<file path="config.mk">
export PLATFORM = sky130hd
export DESIGN_NAME = cap_timer
export DESIGN_NICKNAME = d
export VERILOG_FILES = /design/src/rtl/cap_timer.sv
export SDC_FILE = /design/constraint.sdc
export NUM_CORES = 1
export LEC_CHECK = 0
export BUFFER_PORTS_ARGS = -buffer_cell sky130_fd_sc_hd__buf_4
export CAP_MARGIN = 40
export CORE_MARGIN = 2
export CORE_UTILIZATION = 61
export CTS_CLUSTER_SIZE = 16
export DETAILED_ROUTE_END_ITERATION = 10
export MAX_ROUTING_LAYER = met4
export PLACE_DENSITY = 0.84
export SLEW_MARGIN = 30
export SYNTH_ARGS = -nofsm -noshare
export SYNTH_HDL_FRONTEND = slang
export SYNTH_SLANG_ARGS = --single-unit
export TNS_END_PERCENT = 30
</file>
<file path="constraint.sdc">
create_clock -name clk -period 3.11 [get_ports clk]
set_clock_uncertainty 0.05 [all_clocks]
set_input_delay 0 -clock clk [delete_from_list [all_inputs] [get_ports clk]]
set_output_delay 0 -clock clk [all_outputs]
set_load 0.05 [all_outputs]
</file>
<file path="src/rtl/cap_timer.sv">
module cap_timer #(
  parameter int TW = 12,
  parameter int CW = 8,
  parameter int AW = 3,
  parameter int MAXK = 4,
  parameter int FAST_BITS = 7,
  parameter int SLOW_BITS = 10
) (
  input  logic          clk,
  input  logic          rst_n,
  input  logic          tick_1us,
  input  logic [1:0]    cap_in,
  input  logic          wr_en,
  input  logic          rd_en,
  input  logic [AW-1:0] addr,
  input  logic [CW-1:0] wdata,
  output logic [CW-1:0] rdata,
  output logic [TW-1:0] timer_value,
  output logic          irq_fast,
  output logic          irq_slow,
  output logic [1:0]    irq_cap
);
  localparam int NCH = 2;
  localparam int NREG = 2 * NCH;
  localparam logic [AW-1:0] A_CFG = AW'(NREG);
  localparam logic [AW-1:0] A_STAT = AW'(NREG + 1);

  logic [TW-1:0] cnt_q;
  logic [CW-1:0] cfg_q;
  logic [NREG-1:0] flag_q;
  logic [CW-1:0] cap_q [NREG];
  logic [NCH-1:0] rise, fall;
  logic [2:0] k;
  logic [CW-1:0] win;
  logic [NREG-1:0] set_vec;

  assign k = (cfg_q[2:0] > 3'(MAXK)) ? 3'(MAXK) : cfg_q[2:0];
  assign win = CW'(cnt_q >> k);
  assign timer_value = cnt_q;

  always_ff @(posedge clk) begin
    if (!rst_n) begin
      cnt_q <= '0;
      irq_fast <= 1'b0;
      irq_slow <= 1'b0;
      cfg_q <= '0;
    end else begin
      if (tick_1us) cnt_q <= cnt_q + 1'b1;
      irq_fast <= tick_1us && (&cnt_q[FAST_BITS-1:0]) && cfg_q[6];
      irq_slow <= tick_1us && (&cnt_q[SLOW_BITS-1:0]) && cfg_q[7];
      if (wr_en && addr == A_CFG) cfg_q <= wdata;
    end
  end

  for (genvar c = 0; c < NCH; c++) begin : g_ch
    logic [2:0] sync_q;
    always_ff @(posedge clk) begin
      if (!rst_n) sync_q <= '0;
      else sync_q <= {sync_q[1:0], cap_in[c]};
    end
    assign rise[c] = sync_q[1] & ~sync_q[2];
    assign fall[c] = ~sync_q[1] & sync_q[2];
    assign irq_cap[c] = cfg_q[5] & (flag_q[2*c] | flag_q[2*c+1]);
  end

  for (genvar j = 0; j < NREG; j++) begin : g_reg
    if (j % 2 == 0) begin : g_rise
      assign set_vec[j] = rise[j/2] & cfg_q[3];
    end else begin : g_fall
      assign set_vec[j] = fall[j/2] & cfg_q[4];
    end
    always_ff @(posedge clk) begin
      if (!rst_n) begin
        cap_q[j] <= '0;
        flag_q[j] <= 1'b0;
      end else if (set_vec[j]) begin
        cap_q[j] <= win;
        flag_q[j] <= 1'b1;
      end else if (rd_en && addr == AW'(j)) begin
        flag_q[j] <= 1'b0;
      end
    end
  end

  always_comb begin
    rdata = '0;
    if (addr < AW'(NREG)) rdata = cap_q[addr[1:0]];
    else if (addr == A_CFG) rdata = cfg_q;
    else if (addr == A_STAT) rdata = CW'(flag_q);
  end
endmodule

</file>
# After elaboration in Yosys (flattened, before gate mapping)
# Memories as Yosys holds them, arrays and structs flattened.
# Index checks and enable logic that the tools add are counted.
op_classes:
  eq_ne: 5
  multipliers: 0
  n_shift: 1
  n_mux: 29
  bitwise: 20
  n_reduce_logical: 16
  n_addsub: 1
  div: 0
  order_cmp: 2
op_table:
  columns: ["op", "count"]
  rows:
  - ["two-way mux 8 bit", 6]
  - ["two-way mux 1 bit", 21]
  - ["adder 12 x 1 -> 12 bit, second input constant", 1]
  - ["right shift 12 x 3 -> 8 bit", 1]
  - ["bitwise AND 1 bit", 10]
  - ["AND reduction 10 bit", 1]
  - ["logical AND 1 bit", 9]
  - ["nonzero test 2 bit", 4]
  - ["AND reduction 7 bit", 1]
  - ["equality test 3 x 2 -> 1 bit, second input constant", 2]
  - ["equality test 3 bit, second input constant", 2]
  - ["OR 1 bit", 6]
  - ["two-way mux 4 bit", 1]
  - ["NOT 1 bit", 4]
  - ["equality test 3 x 1 -> 1 bit, second input constant", 1]
  - ["> comparator 3 bit, second input constant", 1]
  - ["logical NOT 3 bit", 1]
  - ["< comparator 3 bit, second input constant", 1]
  - ["two-way mux 3 bit", 1]
totals:
  word_cells: 85
  romBits: 0
  n_memories: 1
  register_bits: 32
  mem_bits_rw: 32
  output_inout_bits: 24
  input_bits: 18
  latchBits: 0
memory_table:
  columns: ["name", "depth", "width", "rd", "rd_ports_with_merged_regs", "wr", "line_no", "rtl"]
  rows:
  - ["cap_q", 4, 8, 1, 0, 4, "31", "logic [CW-1:0] cap_q [NREG];"]

# Depth between registers and ports, before layout
depth:
  word_depth: 7
  ltp_mapped: 5
  mapped_depth_nobuf: 4

# Worst setup path after synthesis
# Ideal clock, no wire load.
synth_timing:
  path_kind: "register to register"
  from: "reg cnt_q[1], in the netlist timer_value[1]"
  to: "reg cnt_q[10], in the netlist timer_value[10]"
  slack_ps: 1193
  path_buffers: 0
  synth_period_minus_slack_ps: 1917
  required_ps: 2989
  setup_ps: 71
  stages_incl_launch_ff: 5
  arrival_ps: 1796
  cell_sequence: "dfxtp_1 -> ha_1 -> nand3_1 -> or4_1 -> a21oi_1"
synth_between:
  elab_chain_len: 1
synth_lines:
  columns: ["element", "line_no", "rtl"]
  rows:
  - ["start: declaration", "28", "logic [TW-1:0] cnt_q;"]
  - ["start signal: assignment", "48", "if (tick_1us) cnt_q <= cnt_q + 1'b1;"]
  - ["adder 12 x 1 -> 12 bit", "48", null]
# No other way between the ends.
# A chain may end at the register's enable or synchronous reset.

==> results.yml <==
status:
  status: "finished, final reports clean"
timing:
  rsz0062_at_grt: "no"
  finalHoldViolCount: 0
  tns_ps: 0
  period_share_pct: 63.4
  setup_violations: 0
  max_freq_mhz: 507
  period_minus_slack_ps: 1970
  setup_slack_ps: 1140
  drv_slew: 0
  slew_headroom_pct: 63.1
  worstMarginPinSlew_ps: 553
clock_tree:
  clkSinkCount: 64
  cts_hold_buf: 14
  cts_tree: "done"
  cts_made_buffers: 9
  post_cts_buffers: 0
  cts_buffer_depth: 2
  clock_latency_ps: 340
  postCtsResizedCells: 0
  cts.clk_slew.worst_paths_ps: 70
  ctsHtreeMaxLevel: 3
  root_buffer: "clkbuf_8"
layout:
  final_nets: 347
  multi_input_area_sq_mm: 0.00128
  area_growth_pct: 22.7
  fillers: 330
  n_antenna_cell: 0
  final_util_pct: 77.7
  drive_gt1_share_pct: 23.4
  seqCellArea_sq_mm: 0.00160
detailed_routing:
  drtIter0Drc: 294
  dr.pass1.iters: 5
  finalWirelength_um: 7290
  via_per_inst: 6.18
  post-route-drc-count: 0
  routedWlPerCell_um: 18.2
  postRouteAntennaNets: 0
  vias: 2470
setup_path:
  cp_num_cells: 3
  path_cells: "mux2_2 -> a22oi_1 -> a21oi_1"
  worst_setup_path_start_kind: "flip-flop"
  crit_path_end_kind: "flip-flop"
  critical_path.max_fanout: 13
  crit_buf_inv: 0
  critPathKind: "flip-flop to flip-flop"
  cp_data_arrival_time_ps: 1990
  reg2reg_depth: 3
  cp_slowest_cell: "dfxtp_1"
  critical-path-max-stage-delay_ps: 670
  crit_family: "flip-flops"
  cp.required_ps: 3130
logic_synthesis:
  syn_avg_cell_area_sq_um: 10.9
  synth_area_leaders: "edfxtp_1, dfxtp_1, mux4_2"
  netlist_area_sq_mm: 0.00301
  yosysUniqueCellTypes: 39
  syn_nets: 296
  synth_seq_cells: 64
  ys.flop_type: "edfxtp_1"
  ys_seq_area_share_pct: 53.2
  yosysTopAreaCellShare_pct: 31.9
  yosysWarnings: 0
  async_flop_share_pct: 0
  postSynthCellCount: 277
  post-synth-top-area-cell: "edfxtp_1"
  synth_common_cells: "dfxtp_1, edfxtp_1, a21oi_1"
  synth_edf_count: 32
grt:
  antenna_found_initial: 0
  grt_usage_pct: 30.3
  grt-ovfl-total: 0
  grt_max_degree: 26
  grt_pass1_wl_um: 11800
  first_global_vias: 2412
die:
  fp.dieH_um: 74.2
  ioPinCount: 42
  placementRows: 25
  core_sq_mm: 0.00475
  die_width_um: 74.2
  dieArea_sq_mm: 0.00551
  start_util_pct: 63.3
pwr:
  power_density_mw_per_mm2: 494
  leakagePower_nw: 1.35
  ir_worst_vdd_uv: 359
  power.total_mw: 1.82
place:
  post-place-ws_ps: 1220
  dpl.hpwl_um: 4760
  io_buffers: 41
  gp_congestion: 0.831
min_path:
  hp-class: "primary input to flip-flop"
  hold_path_depth: 4
job:
  cap_violations: 0
## stage by stage
step                cells  instance area, sq um  hold slack [ps]
global placement      370                  3340              158
detailed placement    370                  3340              165
global route          400                  3690             40.5
floorplan             277                  3010             77.3
finish                400                  3690             2.99
CTS                   400                  3690             1.35
## cell families (layout without fill, tap and decap cells)
group	after synthesis	in the layout	share of synthesized area (%)
AO/OA/AOI/OAI	63	63	12.2
XOR/XNOR	4	4	1.16
adder cells (fa/ha/maj)	1	1	0.416
buffers and inverters	30	86	4.45
flip-flops	64	64	53.2
multiplexers	30	30	13.6
AND/OR/NAND/NOR	85	85	15.0
## sequential cells by signal, indices dropped and copies added (netlist names)
| name | count |
|---|---|
| irq_fast | 1 |
| irq_slow | 1 |
| cfg_q | 8 |
| g_ch.sync_q | 6 |
| timer_value | 12 |
| flag_q | 4 |
| cap_q | 32 |
## per-layer routing
metal  share of wire (%)  global-route usage, %
met4                 3.1                   15.7
met1                  41                   37.8
met3                 7.9                   6.10
met5                   0                      -
met2                  48                   47.0
## where the power goes
| part | internal, mW | switching [mW] | total (mW) |
|---|---|---|---|
| registers | 0.906 | 0.0169 | 0.922 |
| logic | 0.0728 | 0.0982 | 0.171 |
| clock network | 0.425 | 0.307 | 0.731 |
| total | 1.40 | 0.422 | 1.82 |
## final cells by class
class | count | area share [%]
Clock buffer | 15 | 5.62
Clock inverter | 1 | 0.136
Inverter | 12 | 1.22
Multi-Input combinational cell | 183 | 34.7
Sequential cell | 64 | 43.4
Tap cell | 67 | 2.27
Timing Repair Buffer | 58 | 12.7
## worst paths after layout
| kind | start | endpoint | slack [ps] |
|---|---|---|---|
| min | rd_en | flag_q[3]$_SDFFE_PN0P_ | 3 |
| max | cfg_q[0]$_SDFFE_PN0P_ | cap_q[1][5]$_SDFFCE_PN0P_ | 1140 |
| max reg2reg | cfg_q[0]$_SDFFE_PN0P_ | cap_q[1][5]$_SDFFCE_PN0P_ | 1140 |
| min reg2reg | g_ch[1].sync_q[0]$_SDFF_PN0_ | g_ch[1].sync_q[1]$_SDFF_PN0_ | 390 |
## placed cells by master (no fill, tap or decap), types with 3 or more instances in the layout
cell type and instances:
mux2_2 7, clkbuf_8 13, nand4_1 5, xor2_1 3, and2_1 6, o22ai_1 4
mux2i_1 15, a21oi_1 31, inv_1 11, buf_4 44, edfxtp_1 32, nor2_1 19
nor2b_1 4, dfxtp_1 32, dlygate4sd3_1 14, o31ai_1 5, o21ai_0 11, mux4_2 8
or4_1 4, nand3_1 6, or3_1 5, a22oi_1 5, nor3_1 4, nand2_1 21
## worst min-delay path, stage by stage
cell      delay [ps]
buf_4            120
nand3b_1         100
o211ai_1          80
nand2_1           60
No activity file was read; power rests on OpenSTA's default activity.
